[config.mk]
export PLATFORM = sky130hd
export DESIGN_NAME = dualbank_gpio
export DESIGN_NICKNAME = d
export VERILOG_FILES = /design/src/rtl/dgpio_pkg.sv /design/src/rtl/dgpio_lanes.sv /design/src/rtl/dgpio_sync.sv /design/src/rtl/dgpio_bank.sv /design/src/rtl/dualbank_gpio.sv
export SDC_FILE = /design/constraint.sdc
export NUM_CORES = 1
export LEC_CHECK = 0
export BUFFER_PORTS_ARGS = -buffer_cell sky130_fd_sc_hd__clkbuf_2
export CORE_MARGIN = 4
export CORE_UTILIZATION = 50
export DETAILED_ROUTE_END_ITERATION = 8
export PLACE_DENSITY_LB_ADDON = 0.25
export RECOVER_POWER = 100
export SLEW_MARGIN = 20
export SYNTH_ARGS = -nofsm -noshare
export SYNTH_HDL_FRONTEND = slang
export SYNTH_SLANG_ARGS = --single-unit
[constraint.sdc]
create_clock -name clk -period 2 [get_ports clk]
set_input_delay 0.4 -clock clk [delete_from_list [all_inputs] [get_ports clk]]
set_output_delay 0.4 -clock clk [all_outputs]
set_load 0.01 [all_outputs]
[src/rtl/dgpio_pkg.sv]
package dgpio_pkg;

  localparam int BUS_W  = 32;
  localparam int WADR_W = 4;

  // Register slot inside a bank; word index = {bank, slot}
  typedef enum logic [2:0] {
    SLOT_PIN    = 3'd0,
    SLOT_DRIVE  = 3'd1,
    SLOT_OE     = 3'd2,
    SLOT_MIRROR = 3'd3,
    SLOT_POL    = 3'd4,
    SLOT_EN     = 3'd5,
    SLOT_PEND   = 3'd6,
    SLOT_EXTRA  = 3'd7
  } slot_e;

  localparam int NBANK      = 2;
  localparam int BANK_OPEN  = 0;
  localparam int BANK_GUARD = 1;

endpackage

[src/rtl/dgpio_lanes.sv]
module dgpio_lanes #(
  parameter int WIDTH      = 32,
  parameter bit BIG_ENDIAN = 1'b1
) (
  input  logic [WIDTH-1:0] lanes_in,
  output logic [WIDTH-1:0] lanes_out
);
  localparam int NBYTES = WIDTH / 8;

  generate
    if (BIG_ENDIAN) begin : g_swap
      for (genvar k = 0; k < NBYTES; k++) begin : g_byte
        assign lanes_out[8*k +: 8] = lanes_in[8*(NBYTES-1-k) +: 8];
      end
    end else begin : g_pass
      assign lanes_out = lanes_in;
    end
  endgenerate

endmodule

[src/rtl/dgpio_sync.sv]
module dgpio_sync #(
  parameter int WIDTH  = 32,
  parameter int STAGES = 2
) (
  input  logic             clk,
  input  logic             rst_n,
  input  logic [WIDTH-1:0] async_in,
  output logic [WIDTH-1:0] sync_out
);
  logic [STAGES-1:0][WIDTH-1:0] chain_q;
  logic [STAGES-1:0][WIDTH-1:0] chain_d;

  generate
    for (genvar s = 0; s < STAGES; s++) begin : g_stage
      if (s == 0) begin : g_first
        assign chain_d[s] = async_in;
      end else begin : g_rest
        assign chain_d[s] = chain_q[s-1];
      end
    end
  endgenerate

  always_ff @(posedge clk or negedge rst_n) begin
    if (!rst_n) chain_q <= '0;
    else        chain_q <= chain_d;
  end

  assign sync_out = chain_q[STAGES-1];

endmodule

[src/rtl/dgpio_bank.sv]
module dgpio_bank
  import dgpio_pkg::*;
#(
  parameter int LINES = 32
) (
  input  logic             clk,
  input  logic             rst_n,
  input  logic             wr_stb,
  input  slot_e            wr_slot,
  input  logic [LINES-1:0] wr_bits,
  input  logic [LINES-1:0] own,
  input  logic [LINES-1:0] pin,
  output logic [LINES-1:0] drive_q,
  output logic [LINES-1:0] oe_q,
  output logic [LINES-1:0] pol_q,
  output logic [LINES-1:0] en_q,
  output logic [LINES-1:0] pend_q,
  output logic             irq
);
  logic             drive_ce, oe_ce, pol_ce, en_ce;
  logic [LINES-1:0] clr_mask, hit, pend_d;

  // Next-state
  always_comb begin
    drive_ce = wr_stb && (wr_slot == SLOT_DRIVE);
    oe_ce    = wr_stb && (wr_slot == SLOT_OE);
    pol_ce   = wr_stb && (wr_slot == SLOT_POL);
    en_ce    = wr_stb && (wr_slot == SLOT_EN);
    clr_mask = (wr_stb && (wr_slot == SLOT_PEND)) ? wr_bits : '0;
    hit      = own & ~(pin ^ pol_q);
    pend_d   = (pend_q & ~clr_mask) | hit;
  end

  // Registers
  always_ff @(posedge clk or negedge rst_n) begin
    if (!rst_n) begin
      drive_q <= '0;
      oe_q    <= '0;
      pol_q   <= '0;
      en_q    <= '0;
      pend_q  <= '0;
    end else begin
      if (drive_ce) drive_q <= wr_bits;
      if (oe_ce)    oe_q    <= wr_bits;
      if (pol_ce)   pol_q   <= wr_bits;
      if (en_ce)    en_q    <= wr_bits;
      pend_q <= pend_d;
    end
  end

  assign irq = |(pend_q & en_q);

endmodule

[src/rtl/dualbank_gpio.sv]
module dualbank_gpio
  import dgpio_pkg::*;
#(
  parameter int LINES       = 32,
  parameter int SYNC_STAGES = 2,
  parameter bit BIG_ENDIAN  = 1'b1
) (
  input  logic              clk,
  input  logic              rst_n,
  input  logic              permit,
  input  logic              bus_sel,
  input  logic              bus_wr,
  input  logic [WADR_W-1:0] bus_waddr,
  input  logic [BUS_W-1:0]  bus_wdata,
  output logic [BUS_W-1:0]  bus_rdata,
  input  logic [LINES-1:0]  pad_in,
  output logic [LINES-1:0]  pad_out,
  output logic [LINES-1:0]  pad_oe,
  output logic              irq_open,
  output logic              irq_guard
);
  // Bus decode
  logic [BUS_W-1:0] wr_word;
  logic [LINES-1:0] wr_bits;
  slot_e            acc_slot;
  logic             acc_guard, wr_req, rd_req, blocked;
  logic [NBANK-1:0] bank_wr;
  logic             owner_ce;

  dgpio_lanes #(.WIDTH(BUS_W), .BIG_ENDIAN(BIG_ENDIAN)) u_win (
    .lanes_in (bus_wdata),
    .lanes_out(wr_word)
  );

  always_comb begin
    wr_bits   = wr_word[LINES-1:0];
    acc_slot  = slot_e'(bus_waddr[2:0]);
    acc_guard = bus_waddr[3];
    wr_req    = bus_sel && bus_wr;
    rd_req    = bus_sel && !bus_wr;
    blocked   = (acc_guard || (acc_slot == SLOT_EXTRA)) && !permit;
    bank_wr[BANK_OPEN]  = wr_req && !acc_guard;
    bank_wr[BANK_GUARD] = wr_req && acc_guard && permit;
    owner_ce  = wr_req && !acc_guard && (acc_slot == SLOT_EXTRA) && permit;
  end

  // Ownership register
  logic [LINES-1:0] owner_q;
  always_ff @(posedge clk or negedge rst_n) begin
    if (!rst_n)        owner_q <= '0;
    else if (owner_ce) owner_q <= wr_bits;
  end

  // Input synchroniser
  logic [LINES-1:0] pin_sync;
  dgpio_sync #(.WIDTH(LINES), .STAGES(SYNC_STAGES)) u_sync (
    .clk     (clk),
    .rst_n   (rst_n),
    .async_in(pad_in),
    .sync_out(pin_sync)
  );

  // Banks
  logic [NBANK-1:0][LINES-1:0] own_v, drv_v, oe_v, pol_v, en_v, pend_v;
  logic [NBANK-1:0]            irq_v;

  generate
    for (genvar b = 0; b < NBANK; b++) begin : g_bank
      if (b == BANK_OPEN) begin : g_own_open
        assign own_v[b] = owner_q;
      end else begin : g_own_guard
        assign own_v[b] = ~owner_q;
      end
      dgpio_bank #(.LINES(LINES)) u_bank (
        .clk    (clk),
        .rst_n  (rst_n),
        .wr_stb (bank_wr[b]),
        .wr_slot(acc_slot),
        .wr_bits(wr_bits),
        .own    (own_v[b]),
        .pin    (pin_sync),
        .drive_q(drv_v[b]),
        .oe_q   (oe_v[b]),
        .pol_q  (pol_v[b]),
        .en_q   (en_v[b]),
        .pend_q (pend_v[b]),
        .irq    (irq_v[b])
      );
    end
  endgenerate

  assign irq_open  = irq_v[BANK_OPEN];
  assign irq_guard = irq_v[BANK_GUARD];

  // Pad steering
  generate
    for (genvar i = 0; i < LINES; i++) begin : g_pad
      assign pad_out[i] = owner_q[i] ? drv_v[BANK_OPEN][i] : drv_v[BANK_GUARD][i];
      assign pad_oe[i]  = owner_q[i] ? oe_v[BANK_OPEN][i]  : oe_v[BANK_GUARD][i];
    end
  endgenerate

  // Read path
  logic [LINES-1:0] view;
  logic [BUS_W-1:0] rd_word, rd_lanes, rdata_d;
  logic             bsel;

  always_comb begin
    bsel = acc_guard;
    view = '0;
    case (acc_slot)
      SLOT_PIN:    view = pin_sync;
      SLOT_DRIVE:  view = drv_v[bsel];
      SLOT_OE:     view = oe_v[bsel];
      SLOT_MIRROR: view = pin_sync & own_v[bsel];
      SLOT_POL:    view = pol_v[bsel];
      SLOT_EN:     view = en_v[bsel];
      SLOT_PEND:   view = pend_v[bsel];
      SLOT_EXTRA:  view = acc_guard ? '0 : owner_q;
      default:     view = '0;
    endcase
    if (blocked) view = '0;
    rd_word = '0;
    rd_word[LINES-1:0] = view;
  end

  dgpio_lanes #(.WIDTH(BUS_W), .BIG_ENDIAN(BIG_ENDIAN)) u_rout (
    .lanes_in (rd_word),
    .lanes_out(rd_lanes)
  );

  assign rdata_d = rd_req ? rd_lanes : '0;

  always_ff @(posedge clk or negedge rst_n) begin
    if (!rst_n) bus_rdata <= '0;
    else        bus_rdata <= rdata_d;
  end

endmodule

==> flow_metrics.py, run 1 <==
metrics = {
    "timing": {
        "finalHoldViolCount": 0,
        "rsz0062_at_grt": "true",
        "fmaxAchievable_ghz": 0.393,
        "hold_ws_ns": 0.204,
        "relSlewSlack_pct": 20.2,
        "layout_setup_ws_ns": -0.544,
        "period_minus_slack_ns": 2.54,
        "drv_slew": 0,
        "skew_ns": 0.00958,
        "setup_viol": 71,
        "post-route-period-util_pct": 127,
        "worst_pin_slew_ns": 1.20,
    },
    "route": {
        "drt_wl_total_um": 63100,
        "vias": 15300,
        "vias_per_cell": 5.99,
        "first_iter_violations": 1342,
        "antenna_left": 0,
        "drc_errors": 0,
        "wl_per_cell_um": 24.8,
        "first_pass_iters": 5,
    },
    "grt": {
        "grt_pass1_vias": 16000,
        "overflow": 0,
        "grt_pass1_wl_um": 97400,
        "grt_antenna_before_repair": 1,
        "grt_max_degree": 62,
        "grt_use_total_pct": 27.0,
    },
    "power_and_ir_drop": {
        "p_sw_share_pct": 27.8,
        "internal_power_mw": 18.1,
        "clkPwrFrac_pct": 35.0,
        "irDropWorstVdd_mv": 0.738,
        "power_frac_comb_pct": 18.6,
        "power_density_mw_per_mm2": 973,
        "power.total_mw": 25.0,
        "seqPwrFrac_pct": 46.4,
        "p_sw_mw": 6.96,
        "power_leakage_nw": 11.8,
    },
    "clocking": {
        "htree_levels": 2,
        "cts_tree": "yes",
        "clk_latency_ns": 0.58,
        "cts-root-buf": "clkbuf_16",
        "cts_buffers": 48,
        "numClockSinks": 448,
        "cts.path.max_buffers": 3,
        "cts.clk_slew.worst_paths_ns": 0.06,
    },
    "setup_path": {
        "endpoint_kind": "output port",
        "crit_chain": "a22oi_2, nand4_1, or4_4, clkbuf_2",
        "critPathCapture": "irq_open",
        "required_ns": 1.60,
        "worstReg2RegStart": "owner_q[12]",
        "path_class": "reg -> out",
        "r2r_cells": 6,
        "cp-start-kind": "flip-flop",
        "cp.arrival_ns": 2.14,
        "reg2reg_slack_ns": 0.32,
        "cpMaxStageDelayCell": "or4_4",
        "slowest_delay_ns": 0.55,
        "cp-startpoint": "g_bank[0].u_bank.en_q[15]",
        "regToRegEndpoint": "bus_rdata[20]",
        "path_max_fanout": 3,
    },
    "job": {
        "cap_violations": 0,
    },
    "synthesis": {
        "ys_top_cells_by_area": "dfrtp_1 52%, mux2_2 15%, mux2i_1 6.7%",
        "synthCells": 1676,
        "ys.flop_type": "dfrtp_1",
        "yosysTopAreaCell": "dfrtp_1",
        "ys_types": 54,
        "synth_edf_count": 0,
        "synth_area_mm2": 0.0215,
        "synth_top_cell_area_share_pct": 52.2,
        "synth_async_sr_flop_share_pct": 100,
        "synth_seq_cells": 448,
        "ys_seq_area_share_pct": 52.2,
        "syn_nets": 1781,
        "synth_warnings": 0,
        "synth_common_cells": "448 x dfrtp_1, 294 x mux2_2, 143 x mux2i_1, 87 x nand2_1, 68 x a21oi_1",
        "yosysMostFrequentCell": "dfrtp_1",
        "syn-mean-instance-area_um2": 12.8,
    },
    "layout": {
        "nets": 2082,
        "syn2layout_area_growth_pct": 19.8,
        "drive_above_1_share_pct": 34.9,
        "final.fill_count": 3352,
        "insertedDiodeCount": 0,
    },
    "die": {
        "die_w_um": 215,
        "die_y_um": 215,
        "num_rows": 75,
        "start_util_pct": 50.9,
        "core_mm2": 0.0422,
        "dieArea_mm2": 0.0463,
        "ios": 171,
    },
    "placed_design": {
        "place_congestion": 0.881,
        "hpwl_um": 42900,
        "pre_cts_ws_ns": -0.130,
        "io_buffer_count": 170,
    },
    "status": {
        "status": "finished, violations left",
        "violations": "setup timing",
    },
    "worst_hold_path": {
        "hp-class": "in -> reg",
    },
}
worst max-delay path, delay by kind of cell (launching register included):
| family | cells | cell delay, ns |
|---|---|---|
| simple gates | 2 | 0.73 |
| compound gates | 1 | 0.27 |
| buf+inv | 1 | 0.16 |
| flops | 1 | 0.40 |
how the worst min path moves through the flow:
| stage | cells after the start | startpoint | to |
|---|---|---|---|
| floorplan | 0 | rst_n | bus_rdata[0] |
| global placement | 0 | u_sync.chain_d[32] | u_sync.sync_out[0] |
| detailed placement | 1 | rst_n | u_sync.chain_d[37] |
| CTS | 2 | bus_wdata[19] | owner_q[11] |
| global route | 2 | bus_wdata[22] | g_bank[1].u_bank.drive_q[14] |
| finish | 2 | bus_wdata[19] | owner_q[11] |
cell usage in the layout, fill, tap and decap left out, types with 41 or more instances in the layout:
master     instances
clkbuf_1          63
o22ai_1           47
dfrtp_1          435
clkbuf_16         49
a21oi_1           63
o21ai_0           41
mux2_1            67
mux2_2           288
nand2_1           87
clkbuf_2         131
mux2i_1          143
nor2_1            49
buf_4            114
logic make-up after synthesis:
| kind of cell | synth area share, % |
|---|---|
| multiplexers | 25.3 |
| AND/OR/NAND/NOR | 5.12 |
| AO/OA/AOI/OAI | 9.76 |
| XOR/XNOR | 2.61 |
| flip-flops | 52.2 |
| buffers and inverters | 3.17 |
| adder cells (fa/ha/maj) | 1.86 |
layout make-up:
| class | instances | area (um^2) | share of cell area (%) |
|---|---|---|---|
| Sequential cell | 448 | 11200 | 43.6 |
| Multi-Input combinational cell | 1101 | 9680 | 37.6 |
| Timing Repair Buffer | 375 | 2590 | 10.1 |
| Clock buffer | 68 | 1390 | 5.39 |
| Tap cell | 539 | 674 | 2.62 |
| Clock inverter | 12 | 151 | 0.588 |
| Inverter | 3 | 15.0 | 0.0584 |
per-layer routing:
layer	vias up	GRT usage (%)	part of all wire, %
li1	6755	-	-
met3	115	4.15	7.1
met1	7776	38.4	44
met2	616	43.2	46
met5	-	0	0
met4	0	8.46	2.8
power groups by stage:
stage | logic, mW | clock network [mW] | registers [mW]
2_1_floorplan | 2.80 | 0 | 11.3
3_3_place_gp | 4.45 | 0 | 11.6
3_5_place_dp | 4.56 | 0 | 11.7
4_1_cts | 4.70 | 8.93 | 11.6
5_1_grt | 5.05 | 9.31 | 11.8
6_report | 4.64 | 8.77 | 11.6
registers in the layout, indices dropped and copies added (netlist names):
register / cells
g_bank.u_bank.drive_q: 64
g_bank.u_bank.en_q: 64
g_bank.u_bank.oe_q: 64
g_bank.u_bank.pend_q: 64
g_bank.u_bank.pol_q: 64
bus_rdata: 32
owner_q: 32
u_sync.chain_d: 32
u_sync.sync_out: 32
what timing repair did:
action	4_1_cts	5_1_grt
pin swaps	6	5
endpoints found under the setup margin	36	14
hold buffers	33	0
cloned	0	0
hold endpoints to repair	58	0
setup buffers	5	6
resized for setup	32	8
per-stage QoR:
step	utilization, %	instances	TNS, ns	cell area (um^2)
finish	60.9	2546	-8.50	25700
global route	60.9	2546	-13.56	25700
CTS	62.1	2540	-1.09	26200
detailed placement	57.4	2422	-5.87	24200
global placement	57.4	2422	-2.59	24200
floorplan	-	1676	-13.60	21600
Power figures use the tool's default switching activity.
==> run 2, diff against run 1 <==
- CTS_BUF_LIST: unset -> sky130_fd_sc_hd__clkbuf_4 sky130_fd_sc_hd__clkbuf_8
==> flow_metrics.py, run 2 (synthesized netlist as in run 1, its figures left out) <==
metrics = {
    "timing": {
        "relSlewSlack_pct": 21.1,
        "drv_slew": 0,
        "post-route-period-util_pct": 131,
        "fin_tns_setup_ns": -15.69,
        "skew_ns": 0.0227,
        "setup_viol": 143,
        "fmaxAchievable_ghz": 0.383,
        "worst_pin_slew_ns": 1.18,
        "layout_setup_ws_ns": -0.614,
        "rsz0062_at_grt": "true",
        "hold_ws_ns": 0.155,
        "finalHoldViolCount": 0,
        "period_minus_slack_ns": 2.61,
    },
    "power_and_ir_drop": {
        "power.total_mw": 25.3,
        "irDropWorstVdd_mv": 0.690,
        "p_sw_share_pct": 28.4,
        "internal_power_mw": 18.1,
        "seqPwrFrac_pct": 45.8,
        "p_sw_mw": 7.17,
        "clkPwrFrac_pct": 35.3,
        "power_frac_comb_pct": 18.9,
        "power_leakage_nw": 12.0,
        "power_density_mw_per_mm2": 969,
    },
    "placed_design": {
        "hpwl_um": 42900,
        "pre_cts_ws_ns": -0.130,
        "io_buffer_count": 170,
        "placed_area_mm2": 0.0242,
        "dp.cells": 2422,
        "place_congestion": 0.881,
    },
    "route": {
        "vias": 15600,
        "drt_wl_total_um": 63400,
        "antenna_left": 0,
        "wl_per_cell_um": 24.2,
        "first_iter_violations": 1274,
        "first_pass_iters": 5,
        "vias_per_cell": 5.93,
        "drc_errors": 0,
    },
    "layout": {
        "drive_above_1_share_pct": 37.4,
        "insertedDiodeCount": 0,
        "design_area_mm2": 0.0261,
        "syn2layout_area_growth_pct": 21.3,
        "seq_area_mm2": 0.0112,
        "final.fill_count": 3338,
        "nets": 2131,
        "post-route-util_pct": 61.7,
        "final_cell_mix": "420 x dfrtp_1, 278 x mux2_2, 143 x mux2i_1",
        "final_common_cell": "dfrtp_1",
        "multiInputGateArea_mm2": 0.00970,
        "stdcell_count": 2622,
    },
    "grt": {
        "grt_antenna_before_repair": 1,
        "grt_max_degree": 62,
        "overflow": 0,
        "grt_pass1_vias": 16200,
        "grt_pass1_wl_um": 97700,
        "grt_use_total_pct": 27.2,
    },
    "die": {
        "die_y_um": 215,
        "dieArea_mm2": 0.0463,
        "core_mm2": 0.0422,
        "ios": 171,
        "die_w_um": 215,
        "start_util_pct": 50.9,
        "num_rows": 75,
    },
    "setup_path": {
        "cpMaxStageDelayCell": "or4_4",
        "cp_top_family": "simple AND/OR/NAND/NOR gates",
        "crit_buf_inv": 1,
        "slowest_delay_ns": 0.55,
        "crit_chain": "a22oi_2, nand4_1, or4_4, clkbuf_2",
        "path_class": "reg -> out",
        "cp-start-kind": "flip-flop",
        "cp.arrival_ns": 2.21,
        "required_ns": 1.60,
        "path_max_fanout": 3,
        "endpoint_kind": "output port",
    },
    "clocking": {
        "numClockSinks": 448,
        "cts.clk_slew.worst_paths_ns": 0.06,
        "cts_tree": "yes",
        "htree_levels": 3,
        "cts_buffers": 78,
        "cts-root-buf": "clkbuf_8",
        "clk_latency_ns": 0.63,
        "cts.path.max_buffers": 3,
    },
    "worst_hold_path": {
        "hp-class": "in -> reg",
    },
    "status": {
        "violations": "setup timing",
        "status": "finished, violations left",
    },
    "job": {
        "cap_violations": 0,
    },
}
[run 2: cell type report]
cell class,count,area share [%]
clock inverter,14,0.514
multi-input combinational,1101,37.2
clock buffer,123,5.90
inverter,3,0.0576
tap,539,2.59
timing repair buffer,394,10.6
sequential,448,43.2
[run 2: path summary, 6_finish.rpt]
path | start | end | slack (ns) | cells after the start
max reg2reg | owner_q[26] | bus_rdata[2] | 0.16 | 7
max in group asynchronous | rst_n | owner_q[3] | 0.18 | 3
min | bus_wdata[23] | g_bank[1].u_bank.drive_q[15] | 0.16 | 2
min in group asynchronous | rst_n | g_bank[1].u_bank.drive_q[2] | 0.57 | 2
min reg2reg | u_sync.chain_d[59] | u_sync.sync_out[27] | 0.35 | 0
max | g_bank[0].u_bank.pend_q[15] | irq_open | -0.61 | 4
[run 2: power groups by stage]
stage               registers, mW  clock network [mW]  logic [mW]
floorplan                    11.3                   0        2.80
global placement             11.6                   0        4.45
detailed placement           11.7                   0        4.56
CTS                          11.6                9.09        4.81
global route                 11.7                9.53        5.20
finish                       11.6                8.91        4.78
[run 2: what timing repair did]
action                                  4_1_cts  5_1_grt
hold buffers                                 33        0
hold endpoints to repair                     58        0
cloned                                        0        0
buffers inserted                             21       11
pin swaps                                     4        1
gates resized for setup                      50       12
endpoints found under the setup margin       66       23
[run 2: worst register-to-register path: stages, from the launching register on]
cell and delay, ns:
dfrtp_1 0.44, buf_4 0.16, buf_4 0.13, ha_4 0.22, or3b_4 0.37, a21oi_2 0.12
nor3_1 0.07, a21oi_1 0.23
[run 2: routing by layer]
| layer | wire [um] | track usage (%) | share of wire (%) | vias to the layer above |
|---|---|---|---|---|
| met5 | 0 | 0 | 0 | - |
| met4 | 2200 | 10.1 | 3.5 | 0 |
| met3 | 5290 | 6.40 | 8.3 | 140 |
| met2 | 29200 | 42.3 | 46 | 683 |
| met1 | 26800 | 37.5 | 42 | 7875 |
| li1 | - | - | - | 6858 |
